$ cat src/rtl/pmu_pkg.sv
`timescale 1ns/1ps
package pmu_pkg;
  localparam int SEL_W  = 6;
  localparam int NUM_EV = 4;

  // control register bit positions
  localparam int IRQ_BIT    = 0;
  localparam int SUP_BIT    = 1;
  localparam int USR_BIT    = 2;
  localparam int HYP_BIT    = 3;
  localparam int SEL_LO_LSB = 4;
  localparam int SEL_HI_LSB = 11;
  localparam int FLG_LO_BIT = 17;
  localparam int FLG_HI_BIT = 18;

  // event strobe indices
  localparam int EV_RETIRED = 0;
  localparam int EV_CREF    = 1;
  localparam int EV_CMISS   = 2;
  localparam int EV_MARK    = 3;

  // event codes
  localparam logic [SEL_W-1:0] EVC_CYCLES  = 6'h00;
  localparam logic [SEL_W-1:0] EVC_RETIRED = 6'h01;
  localparam logic [SEL_W-1:0] EVC_CACHE   = 6'h09;
  localparam logic [SEL_W-1:0] EVC_IDLE_HI = 6'h1C;
  localparam logic [SEL_W-1:0] EVC_IDLE_LO = 6'h14;

  typedef enum logic [1:0] {
    PRIV_USER = 2'd0,
    PRIV_SUP  = 2'd1,
    PRIV_HYP  = 2'd2,
    PRIV_NONE = 2'd3
  } priv_e;

  typedef struct packed {
    logic [SEL_W-1:0] sel_hi;
    logic [SEL_W-1:0] sel_lo;
    logic             en_hyp;
    logic             en_usr;
    logic             en_sup;
    logic             irq_en;
  } ctrl_t;
endpackage

$ cat src/rtl/pmu_event_sel.sv
`timescale 1ns/1ps
// Per-counter event decode; UPPER picks the counter-dependent meanings.
module pmu_event_sel
  import pmu_pkg::*;
#(
  parameter bit UPPER = 1'b1
) (
  input  logic [SEL_W-1:0]  sel,
  input  logic [NUM_EV-1:0] ev,
  output logic              hit
);
  logic             cache_src;
  logic [SEL_W-1:0] idle_code;

  generate
    if (UPPER) begin : g_hi
      assign cache_src = ev[EV_CMISS];
      assign idle_code = EVC_IDLE_HI;
    end else begin : g_lo
      assign cache_src = ev[EV_CREF];
      assign idle_code = EVC_IDLE_LO;
    end
  endgenerate

  always_comb begin
    case (sel)
      EVC_CYCLES:  hit = 1'b1;
      EVC_RETIRED: hit = ev[EV_RETIRED];
      EVC_CACHE:   hit = cache_src;
      default:     hit = (sel == idle_code) & ev[EV_MARK];
    endcase
  end
endmodule

$ cat src/rtl/pmu_ctx_gate.sv
`timescale 1ns/1ps
// Shared privilege-context qualification.
module pmu_ctx_gate
  import pmu_pkg::*;
(
  input  logic [1:0] priv,
  input  logic       en_usr,
  input  logic       en_sup,
  input  logic       en_hyp,
  output logic       ok
);
  always_comb begin
    case (priv_e'(priv))
      PRIV_USER: ok = en_usr;
      PRIV_SUP:  ok = en_sup;
      PRIV_HYP:  ok = en_hyp;
      default:   ok = 1'b0;
    endcase
  end
endmodule

$ cat src/rtl/pmu_cnt_slice.sv
`timescale 1ns/1ps
// One counter: load beats increment, wrap reported combinationally.
module pmu_cnt_slice #(
  parameter int W = 32
) (
  input  logic         clk,
  input  logic         rst,
  input  logic         ld,
  input  logic [W-1:0] ld_val,
  input  logic         inc,
  output logic [W-1:0] cnt,
  output logic         wrap
);
  localparam logic [W-1:0] ONE = W'(1);

  assign wrap = inc & ~ld & (&cnt);

  always_ff @(posedge clk) begin
    if (rst)      cnt <= '0;
    else if (ld)  cnt <= ld_val;
    else if (inc) cnt <= cnt + ONE;
  end

  assert_load_wins_R7: assert property (@(posedge clk) disable iff (rst)
    ld |=> cnt == $past(ld_val));
  assert_step_R3: assert property (@(posedge clk) disable iff (rst)
    (!ld && inc) |=> cnt == $past(cnt) + ONE);
  assert_idle_hold_R6: assert property (@(posedge clk) disable iff (rst)
    (!ld && !inc) |=> $stable(cnt));
endmodule

$ cat src/rtl/pmu_dual_counter.sv
`timescale 1ns/1ps
module pmu_dual_counter
  import pmu_pkg::*;
#(
  parameter int CNT_W = 32
) (
  input  logic                 clk,
  input  logic                 rst,
  input  logic                 reg_wr,
  input  logic                 reg_rd,
  input  logic                 reg_sel,
  input  logic [1:0]           reg_half,
  input  logic [2*CNT_W-1:0]   reg_wdata,
  output logic [2*CNT_W-1:0]   reg_rdata,
  input  logic [NUM_EV-1:0]    ev_in,
  input  logic [1:0]           priv_lvl,
  output logic                 irq
);
  localparam int REG_W   = 2 * CNT_W;
  localparam int NUM_CNT = 2;

  logic               ctrl_wr, cnt_wr, ctx_ok;
  ctrl_t              ctrl_q, ctrl_d;
  logic [NUM_CNT-1:0] flag_q, flag_d, wrap, hit, ld;
  logic [CNT_W-1:0]   cnt [NUM_CNT];
  logic [REG_W-1:0]   ctrl_view;

  assign ctrl_wr = reg_wr & ~reg_sel;
  assign cnt_wr  = reg_wr &  reg_sel;

  pmu_ctx_gate u_ctx (
    .priv   (priv_lvl),
    .en_usr (ctrl_q.en_usr),
    .en_sup (ctrl_q.en_sup),
    .en_hyp (ctrl_q.en_hyp),
    .ok     (ctx_ok)
  );

  always_comb begin
    ctrl_d = ctrl_q;
    if (ctrl_wr) begin
      ctrl_d.sel_hi = reg_wdata[SEL_HI_LSB +: SEL_W];
      ctrl_d.sel_lo = reg_wdata[SEL_LO_LSB +: SEL_W];
      ctrl_d.en_hyp = reg_wdata[HYP_BIT];
      ctrl_d.en_usr = reg_wdata[USR_BIT];
      ctrl_d.en_sup = reg_wdata[SUP_BIT];
      ctrl_d.irq_en = reg_wdata[IRQ_BIT];
    end
  end

  // index 0 = upper half, index 1 = lower half
  generate
    for (genvar i = 0; i < NUM_CNT; i++) begin : g_cnt
      localparam int HALF = NUM_CNT - 1 - i;
      localparam int FLG  = (i == 0) ? FLG_HI_BIT : FLG_LO_BIT;

      logic [SEL_W-1:0] sel;
      assign sel = (i == 0) ? ctrl_q.sel_hi : ctrl_q.sel_lo;

      pmu_event_sel #(.UPPER(i == 0)) u_sel (
        .sel (sel),
        .ev  (ev_in),
        .hit (hit[i])
      );

      assign ld[i] = cnt_wr & reg_half[HALF];

      pmu_cnt_slice #(.W(CNT_W)) u_slice (
        .clk    (clk),
        .rst    (rst),
        .ld     (ld[i]),
        .ld_val (reg_wdata[HALF*CNT_W +: CNT_W]),
        .inc    (hit[i] & ctx_ok),
        .cnt    (cnt[i]),
        .wrap   (wrap[i])
      );

      // sticky flag, set wins over write-one-clear
      assign flag_d[i] = wrap[i] | (flag_q[i] & ~(ctrl_wr & reg_wdata[FLG]));

      assert_wrap_sets_R8: assert property (@(posedge clk) disable iff (rst)
        wrap[i] |=> flag_q[i]);
      assert_flag_sticky_R8: assert property (@(posedge clk) disable iff (rst)
        (flag_q[i] && !(ctrl_wr && reg_wdata[FLG])) |=> flag_q[i]);
      assert_w1c_R10: assert property (@(posedge clk) disable iff (rst)
        (ctrl_wr && reg_wdata[FLG] && !wrap[i]) |=> !flag_q[i]);
    end
  endgenerate

  always_comb begin
    ctrl_view = '0;
    ctrl_view[IRQ_BIT]                = ctrl_q.irq_en;
    ctrl_view[SUP_BIT]                = ctrl_q.en_sup;
    ctrl_view[USR_BIT]                = ctrl_q.en_usr;
    ctrl_view[HYP_BIT]                = ctrl_q.en_hyp;
    ctrl_view[SEL_LO_LSB +: SEL_W]    = ctrl_q.sel_lo;
    ctrl_view[SEL_HI_LSB +: SEL_W]    = ctrl_q.sel_hi;
    ctrl_view[FLG_LO_BIT]             = flag_q[1];
    ctrl_view[FLG_HI_BIT]             = flag_q[0];
  end

  always_ff @(posedge clk) begin
    if (rst) begin
      ctrl_q    <= '0;
      flag_q    <= '0;
      irq       <= 1'b0;
      reg_rdata <= '0;
    end else begin
      ctrl_q <= ctrl_d;
      flag_q <= flag_d;
      irq    <= ctrl_d.irq_en & (|flag_d);
      if (reg_rd) reg_rdata <= reg_sel ? {cnt[0], cnt[1]} : ctrl_view;
    end
  end

  assert_irq_level_R9: assert property (@(posedge clk) disable iff (rst)
    irq == (ctrl_q.irq_en & (|flag_q)));
  assert_no_ctx_R6: assert property (@(posedge clk) disable iff (rst)
    (priv_lvl == 2'd3 && !cnt_wr) |=> ($stable(cnt[0]) && $stable(cnt[1])));
  assert_lower_half_R2: assert property (@(posedge clk) disable iff (rst)
    (cnt_wr && reg_half[0]) |=> cnt[1] == $past(reg_wdata[CNT_W-1:0]));
  assert_read_hold_R11: assert property (@(posedge clk) disable iff (rst)
    !reg_rd |=> $stable(reg_rdata));
endmodule

$ cat config.mk
export PLATFORM = sky130hd
export DESIGN_NAME = pmu_dual_counter
export DESIGN_NICKNAME = d
export VERILOG_FILES = /design/src/rtl/pmu_pkg.sv /design/src/rtl/pmu_event_sel.sv /design/src/rtl/pmu_ctx_gate.sv /design/src/rtl/pmu_cnt_slice.sv /design/src/rtl/pmu_dual_counter.sv
export SDC_FILE = /design/constraint.sdc
export NUM_CORES = 1
export LEC_CHECK = 0
export BUFFER_PORTS_ARGS = -buffer_cell sky130_fd_sc_hd__buf_4
export CORE_ASPECT_RATIO = 1.25
export CORE_MARGIN = 2
export CORE_UTILIZATION = 30
export DETAILED_ROUTE_END_ITERATION = 12
export SETUP_SLACK_MARGIN = 0.1
export SLEW_MARGIN = 20
export SYNTH_ARGS = -nofsm -noshare
export SYNTH_HDL_FRONTEND = slang
export SYNTH_SLANG_ARGS = --single-unit
$ cat constraint.sdc
create_clock -name clk -period 2.2 [get_ports clk]
set_clock_uncertainty 0.1 [all_clocks]
set_input_delay 0.33 -clock clk [delete_from_list [all_inputs] [get_ports clk]]
set_output_delay 0.33 -clock clk [all_outputs]
set_load 0.1 [all_outputs]
==> out/qor.yml, run 1 <==
sta:
  fin_crit_sh_pct: 103
  finalSetupViolCount: 9
  postLayoutSetupSlackWorst_ns: -0.0667
  slew_violations: 0
  fmax_mhz: 441
  tns_ns: -0.324
  rsz0062_at_grt: "yes"
  hold_viol: 0
  period_minus_slack_ns: 2.27
  worst_pin_slew_ns: 0.453
  slew_headroom_pct: 69.7
pwr:
  p_leak_nw: 3.84
  cellPowerDensity_mw_per_mm2: 690
  vdd_drop_max_mv: 0.521
setup_path:
  critPathKind: "reg -> reg"
  start_kind: "flop"
  crit_required_ns: 2.43
  critPathCaptureType: "flop"
  arrival_ns: 2.50
  worstPathMaxFanout: 7
floorplan:
  start_util_pct: 30.4
  die_h_um: 174
  core_area_mm2: 0.0228
  rows: 62
  io_pins: 142
  dieArea_mm2: 0.0243
  die_width_um: 140
clocking:
  clkSinkCount: 147
  worstSkewPairLatency_ns: 0.42
  htree_levels: 4
  postCtsHoldBufs: 0
  cts-root-buf: "clkbuf_16"
  cts_buffers: 17
  clockBufferDepth: 2
  clk_pin_slew_ns: 0.06
  cts_tree: "done"
routing:
  vias_per_cell: 5.03
  drt_pass1_iterations: 5
  routed_wl_mm: 21.5
  via_count: 6619
  drc: 0
  final_antenna_net_count: 0
  wl_per_cell_um: 16.4
  drt_iter0_drc: 362
finish:
  syn2layout_area_growth_pct: 41.5
  drive_above_1_share_pct: 31.0
  nFillCells: 2341
  final_cell_mix: "buf_4 (206), dfxtp_1 (137), nor2_1 (93), nand3_1 (65), nand2_1 (64)"
  multi_input_area_mm2: 0.00414
  final_common_cell: "buf_4"
  regArea_mm2: 0.00296
  finalNetCount: 1096
  finalInstanceArea_mm2: 0.00981
  antennaDiodeCount: 0
run_status:
  outcome: "complete, but fails checks"
  violations: "setup timing"
synth:
  synth_top_area_cell: "dfxtp_1"
  yosys.area.top_type_share_pct: 42.5
  yosysSeqAreaShare_pct: 42.5
  synthCells: 842
  syn_area_per_cell_um2: 8.23
  synth_edf_count: 0
  synth_cell_type_count: 47
  ys_seq_elements: 147
  syn_area_mm2: 0.00693
  syn-num-nets: 921
  ys_warn_count: 0
  synth-async-reset-ratio_pct: 0
  synth_flop_cell: "dfxtp_1"
  synth.area.top_cells: "dfxtp_1 (42%), a211oi_1 (7.0%), nor2_1 (5.3%)"
global_routing:
  grt_pass1_vias: 6328
  grt_pass1_wl_mm: 34.4
  grt_util_all_layers_pct: 17.5
  grt_max_degree: 65
  grt_overflow: 0
  antenna_found_initial: 0
flow_run:
  maxCapViolCount: 0
placement:
  port_buffers: 141
  gp_congestion: 0.825
  dp_hpwl_mm: 14.7
  pre_cts_ws_ns: -0.128
  dpl_cell_area_mm2: 0.00862
hold_path:
  hold_path.class: "in -> reg"
## power breakdown
group	switching [W]	total, W	leakage [nW]	internal [W]
Sequential	0.0000941	0.00286	1.20	0.00277
Clock	0.00114	0.00293	0.286	0.00179
Combinational	0.000616	0.000972	2.35	0.000356
## state kept, by name, indices dropped and copies added, names as in the netlist
signal / cells
flag_q: 2
reg_rdata: 64
g_cnt.sel: 12
irq: 1
ctrl_q: 4
g_cnt.u_slice.cnt: 64
## what timing repair did
item	CTS	global route
setup buffers	4	11
gates cloned	2	0
gates resized for setup	46	51
endpoints found under the setup margin	50	60
pin swaps	18	40
## kinds of logic after synthesis
kind of cell,share of synthesized area [%]
simple gates,28.7
compound gates,14.9
flops,42.5
buf+inv,4.06
xor+xnor,5.69
mux,3.83
fa+ha+maj,0.361
## worst paths after layout
kind	slack (ns)	to	from	depth (start not counted)
setup / recovery	-0.07	g_cnt[0].u_slice.cnt[13]	g_cnt[0].sel[5]	6
hold / removal	0.06	ctrl_q[1]	reg_wdata[1]	3
setup reg to reg	-0.07	g_cnt[0].u_slice.cnt[13]	g_cnt[0].sel[5]	6
hold reg to reg	0.37	reg_rdata[33]	reg_rdata[33]	2
## worst max-delay path, stage by stage, from the launching register on
cell	delay, ns
dfxtp_1	0.31
or4_4	0.54
a21oi_4	0.17
o21a_1	0.17
nand4_1	0.24
or3_1	0.39
a311oi_1	0.24
## cell usage after synthesis, types with 2 or more instances
library cell	count
buf_1	10
nor3_4	2
inv_1	8
nor3_1	24
nor4_4	2
dfxtp_1	147
a211o_1	2
and3_1	8
a311oi_1	9
and2_1	3
nor4_1	14
nand4_1	24
a211oi_1	65
nand2_1	68
nand3_1	72
buf_2	3
and4_1	6
clkbuf_1	50
xnor2_1	25
xor2_1	20
mux2i_1	25
a21oi_1	62
o21ai_0	11
nor2_1	98
or3_1	9
a22oi_1	2
ha_1	2
nand2b_1	52
## final cells by class
class / count / area share [%]
Multi-Input combinational cell: 624 / 42.2
Inverter: 8 / 0.306
Clock buffer: 24 / 5.01
Tap cell: 288 / 3.67
Timing Repair Buffer: 219 / 17.7
Sequential cell: 147 / 30.2
Clock inverter: 7 / 1.01
## metal layers
metal	up-vias	part of all wire (%)	GRT usage [%]
met5	-	0	0
met4	0	1.2	3.71
met3	22	4.5	3.99
met2	159	49	28.8
met1	3090	46	23.5
li1	3348	-	-
## stage by stage
stage	total power (W)	std cells	util [%]	hold slack, ns
3_5_place_dp	0.00383	1269	37.8	0.360
4_1_cts	0.00680	1306	41.7	0.0423
6_report	0.00677	1317	43.0	0.0605
2_1_floorplan	0.00349	842	-	0.348
3_3_place_gp	0.00383	1269	37.8	0.357
5_1_grt	0.00706	1317	43.0	0.0435
(Power assumes the default switching activity.)
==> inputs of run 2 (changes only) <==
--- a/config.mk
+++ b/config.mk
@@ -14,4 +14,5 @@
 export SLEW_MARGIN = 20
 export SYNTH_ARGS = -nofsm -noshare
 export SYNTH_HDL_FRONTEND = slang
+export SYNTH_HIERARCHICAL = 1
 export SYNTH_SLANG_ARGS = --single-unit
==> run 2 against run 1 <==
Critical path type unchanged. Highest routed layer unchanged. Total power is essentially flat. Worst hold slack lost 0.017 ns. Synthesized cell count grew 6.4%. Clock power grew 2%. Register-to-register slack lost 0.31 ns. The flow still finishes with violations (setup timing).
==> out/qor.yml, run 2 <==
synth:
  yosys.area.top_type_share_pct: 39.9  # was 42.5%
  synth_flop_cell: "dfxtp_1"  # unchanged
  yosysSeqAreaShare_pct: 39.9  # was 42.5%
  synth-simple-area-share_pct: 28.0  # was 28.7%
  synth_cell_type_count: 63  # was 47
  synthCells: 896  # was 842
  synth-async-reset-ratio_pct: 0  # unchanged
  synth_top_family_by_area: "simple AND/OR/NAND/NOR gates"  # unchanged
  synth_edf_count: 0  # unchanged
  synth_most_common_cell: "dfxtp_1"  # unchanged
  synth_top_area_cell: "dfxtp_1"  # unchanged
  syn-num-nets: 975  # was 921
  synth-xor-area-share_pct: 4.63  # was 5.69%
  ys_seq_elements: 147  # unchanged
  synth.area.top_cells: "dfxtp_1 (40%), a21oi_1 (6.8%), nor2_1 (5.4%)"  # was dfxtp_1 (42%), a211oi_1 (7.0%), nor2_1 (5.3%)
  syn_area_per_cell_um2: 8.24  # was 8.23 um^2
  syn_area_mm2: 0.00738  # was 0.00693 mm^2
  ys_warn_count: 6  # was 0
  synth_common_cells: "dfxtp_1 (147), nor2_1 (106), a21oi_1 (100)"  # was dfxtp_1 (147), nor2_1 (98), nand3_1 (72)
  synthMuxAreaShare_pct: 3.52  # was 3.83%
  synth_compound_area_share_pct: 17.5  # was 14.9%
  synthAdderAreaFrac_pct: 0.339  # was 0.361%
sta:
  tns_ns: -1.41  # was -0.324 ns
  fmax_mhz: 388  # was 441 MHz
  postLayoutSetupSlackWorst_ns: -0.374  # was -0.0667 ns
  rsz0062_at_grt: "yes"  # unchanged
  slew_violations: 0  # unchanged
  fin_crit_sh_pct: 117  # was 103%
  period_minus_slack_ns: 2.57  # was 2.27 ns
  worst_pin_slew_ns: 0.552  # was 0.453 ns
  slew_headroom_pct: 63.2  # was 69.7%
  hold_viol: 0  # unchanged
  finalSetupViolCount: 19  # was 9
floorplan:
  start_util_pct: 30.3  # was 30.4%
  die_width_um: 144  # was 140 um
  dieArea_mm2: 0.0259  # was 0.0243 mm^2
  io_pins: 142  # unchanged
  rows: 64  # was 62
  die_h_um: 179  # was 174 um
  core_area_mm2: 0.0243  # was 0.0228 mm^2
setup_path:
  crit_required_ns: 2.43  # about the same
  ff2ff_setup_slack_ns: -0.37  # was -0.07 ns
  worstRegToRegCells: 9  # was 6
  critPathCaptureType: "flop"  # unchanged
  critPathKind: "reg -> reg"  # unchanged
  arrival_ns: 2.80  # was 2.50 ns
  worstPathMaxFanout: 4  # was 7
  start_kind: "flop"  # unchanged
  rr_startpoint: "g_cnt[0].sel[0]"  # was g_cnt[0].sel[5]
  worst_r2r_endpoint: "g_cnt[0].u_slice/cnt[29]"  # was g_cnt[0].u_slice.cnt[13]
clocking:
  htree_levels: 4  # unchanged
  cts_tree: "done"  # unchanged
  clockBufferDepth: 2  # unchanged
  clk_pin_slew_ns: 0.06  # about the same
  cts-root-buf: "clkbuf_16"  # unchanged
  worstSkewPairLatency_ns: 0.43  # was 0.42 ns
  clkSinkCount: 147  # unchanged
  cts_buffers: 17  # unchanged
routing:
  final_antenna_net_count: 0  # unchanged
  drt_iter0_drc: 538  # was 362
  via_count: 7267  # was 6619
  vias_per_cell: 5.04  # was 5.03
  drt_pass1_iterations: 7  # was 5
  wl_per_cell_um: 17.0  # was 16.4 um
  routed_wl_mm: 24.5  # was 21.5 mm
  drc: 0  # unchanged
global_routing:
  grt_util_all_layers_pct: 18.8  # was 17.5%
  grt_pass1_wl_mm: 37.6  # was 34.4 mm
  grt_max_degree: 49  # was 65
  grt_overflow: 0  # unchanged
  grt_pass1_vias: 6994  # was 6328
  antenna_found_initial: 0  # unchanged
flow_run:
  maxCapViolCount: 0  # unchanged
placement:
  gp_congestion: 0.894  # was 0.825
  port_buffers: 141  # unchanged
  place_inst: 1396  # was 1269
  pre_cts_ws_ns: -0.433  # was -0.128 ns
  dp_hpwl_mm: 17.0  # was 14.7 mm
finish:
  drive_above_1_share_pct: 33.2  # was 31.0%
  stdcell_count: 1442  # was 1317
  finalNetCount: 1180  # was 1096
  final_cell_mix: "buf_4 (230), dfxtp_1 (140), nor2_1 (101), a21oi_1 (97), nand2_1 (60)"  # was buf_4 (206), dfxtp_1 (137), nor2_1 (93), nand3_1 (65), nand2_1 (64)
  nFillCells: 2488  # was 2341
  syn2layout_area_growth_pct: 42.5  # was 41.5%
  antennaDiodeCount: 0  # unchanged
  final_common_cell: "buf_4"  # unchanged
run_status:
  violations: "setup timing"  # unchanged
  outcome: "complete, but fails checks"  # unchanged
pwr:
  p_leak_nw: 4.36  # was 3.84 nW
  cellPowerDensity_mw_per_mm2: 644  # was 690 mW/mm^2
  vdd_drop_max_mv: 0.523  # was 0.521 mV
hold_path:
  hold_path_startpoint: "reg_wdata[3]"  # was reg_wdata[1]
  hold_path.class: "in -> reg"  # unchanged
  min_to: "g_cnt[1].u_slice/cnt[3]"  # was ctrl_q[1]
  hold-path-cell-count: 2  # was 3
## run 2: per-layer routing
metal	global-route usage, %	routed length, um	up-vias
met5	0	0	-
met2	32.2	12300	214
met1	22.7	10300	3393
met3	3.88	1060	52
li1	-	-	3608
met4	8.21	800	0
## run 2: timing repair
item,4_1_cts,5_1_grt
gates cloned,0,0
setup buffers,10,7
pin swaps,16,40
resized for setup,51,69
hold buffers,0,0
endpoints found under the setup margin,46,60
## run 2: worst max path at each step
stage	cells past startpoint	slack, ns	start	endpoint
2_1_floorplan	10	-0.34	g_cnt[0].sel[0]	g_cnt[0].u_slice/cnt[29]
3_3_place_gp	10	-0.39	ev_in[2]	g_cnt[0].u_slice/cnt[29]
3_5_place_dp	10	-0.43	ev_in[2]	g_cnt[0].u_slice/cnt[29]
4_1_cts	9	-0.35	g_cnt[0].sel[0]	g_cnt[0].u_slice/cnt[29]
5_1_grt	9	-0.46	g_cnt[0].sel[0]	g_cnt[0].u_slice/cnt[29]
6_report	9	-0.37	g_cnt[0].sel[0]	g_cnt[0].u_slice/cnt[29]
## run 2: critical path, cell delays in order (launching register included)
cell and delay (ns):
dfxtp_2 0.35, nand2_2 0.06, a211oi_2 0.21, o221a_4 0.23, and2_4 0.17, nand3_2 0.08
or4_4 0.43, or4_4 0.55, xnor2_1 0.14, o21a_1 0.16
## run 2: final cells by class
| class | count | area, um^2 | share of cell area (%) |
|---|---|---|---|
| timing repair buffer | 252 | 2000 | 19.0 |
| inverter | 31 | 116 | 1.11 |
| multi-input combinational | 652 | 4460 | 42.3 |
| clock buffer | 17 | 425 | 4.04 |
| sequential | 147 | 2950 | 28.0 |
| clock inverter | 13 | 161 | 1.53 |
| tap | 330 | 413 | 3.92 |
## run 2: kinds of logic after synthesis
group	Yosys count
adders and majority gates	2
AOI/OAI and AO/OA	201
xor gates and xnor gates	39
DFF	147
and+or+nand+nor	384
muxes	26
buffers and inverters	97
## run 2: report_power, final
group | internal, W | total, W | switching [W]
Clock | 0.00177 | 0.00299 | 0.00122
Combinational | 0.000362 | 0.000942 | 0.000579
Sequential | 0.00276 | 0.00284 | 0.0000845
## run 2: stage by stage
stage	total power, W	area (um^2)	hold WS [ns]	utilization [%]
finish	0.00677	10500	0.0434	43.2
detailed placement	0.00379	9270	0.364	38.1
global route	0.00704	10500	0.0303	43.2
global placement	0.00379	9270	0.362	38.1
CTS	0.00681	10200	0.0226	41.8
floorplan	0.00344	7410	0.348	-
==> inputs of run 3 (changes only) <==
--- a/config.mk
+++ b/config.mk
@@ -11,6 +11,7 @@
 export CORE_UTILIZATION = 30
 export DETAILED_ROUTE_END_ITERATION = 12
 export SETUP_SLACK_MARGIN = 0.1
+export SKIP_LAST_GASP = 1
 export SLEW_MARGIN = 20
 export SYNTH_ARGS = -nofsm -noshare
 export SYNTH_HDL_FRONTEND = slang
==> run 3 against run 2 <==
The run still ends with setup timing left. Total power down 0.28%. Worst hold slack gained 0.0016 ns. Setup slack lost 0.016 ns. Cell area decreased by 0.20%. Critical path depth did not move. Die area unchanged. Highest routed layer unchanged.
==> out/qor.yml, run 3 (synthesis results as in run 2) <==
run_status:
  outcome: "complete, but fails checks"  # unchanged
  violations: "setup timing"  # unchanged
global_routing:
  grt_overflow: 0  # unchanged
  antenna_found_initial: 0  # unchanged
  grt_pass1_vias: 6952  # was 6994
  grt_pass1_wl_mm: 37.5  # was 37.6 mm
  grt_util_all_layers_pct: 18.7  # was 18.8%
  grt_max_degree: 49  # unchanged
pwr:
  vdd_drop_max_mv: 0.518  # was 0.523 mV
  cellPowerDensity_mw_per_mm2: 643  # was 644 mW/mm^2
  p_leak_nw: 4.37  # was 4.36 nW
setup_path:
  max_stage_delay_ns: 0.55  # about the same
  critPathKind: "reg -> reg"  # unchanged
  path_cells: "nand2_2 -> a211oi_2 -> o221a_4 -> and2_4 -> nand3_2 -> or4_4 -> or4_4 -> xnor2_1 -> o21a_1"  # unchanged
  critPathBufInv: 0  # unchanged
  start_kind: "flop"  # unchanged
  cp_common_cell: "or4_4"  # unchanged
  crit_slowest_cell: "or4_4"  # unchanged
  rr_startpoint: "g_cnt[0].sel[0]"  # unchanged
  worstPathMaxFanout: 4  # unchanged
  arrival_ns: 2.81  # was 2.80 ns
  crit_required_ns: 2.42  # was 2.43 ns
  crit_family: "simple AND/OR/NAND/NOR gates"  # unchanged
  setup.worst_path.start: "g_cnt[0].sel[0]"  # unchanged
  critPathCaptureType: "flop"  # unchanged
floorplan:
  rows: 64  # unchanged
  core_area_mm2: 0.0243  # unchanged
  start_util_pct: 30.3  # unchanged
  io_pins: 142  # unchanged
  die_h_um: 179  # unchanged
  die_width_um: 144  # unchanged
  dieArea_mm2: 0.0259  # unchanged
finish:
  drive_above_1_share_pct: 32.9  # was 33.2%
  nFillCells: 2500  # was 2488
  multi_input_area_mm2: 0.00445  # was 0.00446 mm^2
  regArea_mm2: 0.00295  # unchanged
  finalNetCount: 1179  # was 1180
  syn2layout_area_growth_pct: 42.2  # was 42.5%
  antennaDiodeCount: 0  # unchanged
  final_common_cell: "buf_4"  # unchanged
  finalInstanceArea_mm2: 0.0105  # about the same
  final_cell_mix: "buf_4 (231), dfxtp_1 (140), nor2_1 (102), a21oi_1 (97), nand2_1 (60)"  # was buf_4 (230), dfxtp_1 (140), nor2_1 (101), a21oi_1 (97), nand2_1 (60)
routing:
  routed_wl_mm: 24.4  # was 24.5 mm
  via_count: 7214  # was 7267
  drt_pass1_iterations: 4  # was 7
  drc: 0  # unchanged
  final_antenna_net_count: 0  # unchanged
  vias_per_cell: 5.01  # was 5.04
  wl_per_cell_um: 16.9  # was 17.0 um
  drt_iter0_drc: 486  # was 538
sta:
  finalSetupViolCount: 27  # was 19
  rsz0062_at_grt: "yes"  # unchanged
  slew_headroom_pct: 64.0  # was 63.2%
  slew_violations: 0  # unchanged
  fin_crit_sh_pct: 118  # was 117%
  hold_viol: 0  # unchanged
  worst_pin_slew_ns: 0.541  # was 0.552 ns
  postLayoutSetupSlackWorst_ns: -0.390  # was -0.374 ns
  period_minus_slack_ns: 2.59  # was 2.57 ns
  hold_ws_ns: 0.0450  # was 0.0434 ns
  tns_ns: -2.21  # was -1.41 ns
  fmax_mhz: 386  # was 388 MHz
clocking:
  worstSkewPairLatency_ns: 0.43  # about the same
  clkSinkCount: 147  # unchanged
  cts_tree: "done"  # unchanged
  clockBufferDepth: 2  # unchanged
  cts-root-buf: "clkbuf_16"  # unchanged
  clk_pin_slew_ns: 0.06  # about the same
  htree_levels: 4  # unchanged
  cts_buffers: 17  # unchanged
hold_path:
  hold_path_startpoint: "reg_wdata[34]"  # was reg_wdata[3]
  hold_path.class: "in -> reg"  # unchanged
placement:
  dpl_cell_area_mm2: 0.00927  # unchanged
  dp_hpwl_mm: 17.0  # unchanged
  gp_congestion: 0.894  # unchanged
  port_buffers: 141  # unchanged
flow_run:
  maxCapViolCount: 0  # unchanged
==> run 3: stage by stage <==
step / util (%) / power, W / instances / worst slack, ns
5_1_grt: 43.1 / 0.00703 / 1441 / -0.465
3_5_place_dp: 38.1 / 0.00379 / 1396 / -0.433
4_1_cts: 41.5 / 0.00681 / 1436 / -0.353
3_3_place_gp: 38.1 / 0.00379 / 1396 / -0.390
2_1_floorplan: - / 0.00344 / 896 / -0.343
6_report: 43.1 / 0.00675 / 1441 / -0.390
==> run 3: worst register-to-register path: stages, from the launching register on <==
cell and delay, ns:
dfxtp_2 0.35, nand2_2 0.06, a211oi_2 0.22, o221a_4 0.23, and2_4 0.17, nand3_2 0.08, or4_4 0.43, or4_4 0.55
xnor2_1 0.15, o21a_1 0.16
==> run 3: worst paths after layout <==
kind | to | slack, ns | cells after the start
max | g_cnt[0].u_slice/cnt[29] | -0.39 | 9
min | g_cnt[0].u_slice/cnt[2] | 0.04 | 3
max reg2reg | g_cnt[0].u_slice/cnt[29] | -0.39 | 9
min reg2reg | reg_rdata[61] | 0.37 | 2
==> run 3: metal layers <==
layer / vias to the layer above / track usage (%) / part of all wire, %
met1: 3367 / 22.8 / 42
met3: 50 / 3.69 / 4.3
met5: - / 0 / 0
met2: 194 / 32.0 / 50
met4: 0 / 8.21 / 3.2
li1: 3603 / - / -
==> run 3: power by group <==
part           internal, W  leakage (nW)  switching [W]
clock              0.00177         0.277        0.00120
combinational     0.000360          2.90       0.000578
sequential         0.00276          1.20      0.0000835
total              0.00489          4.37        0.00186
==> run 3: timing repair <==
item / 4_1_cts / 5_1_grt
setup buffers: 10 / 5
pin swaps: 11 / 40
hold buffers: 0 / 0
resized for setup: 42 / 71
setup endpoints to repair: 46 / 60
==> run 3: cell type report <==
type	instances	area share [%]
well taps	330	3.93
clock inverters	13	1.54
multi-input cells	652	42.4
repair buffers	251	18.9
flip-flops and latches	147	28.1
inverters	31	1.11
clock buffers	17	4.05
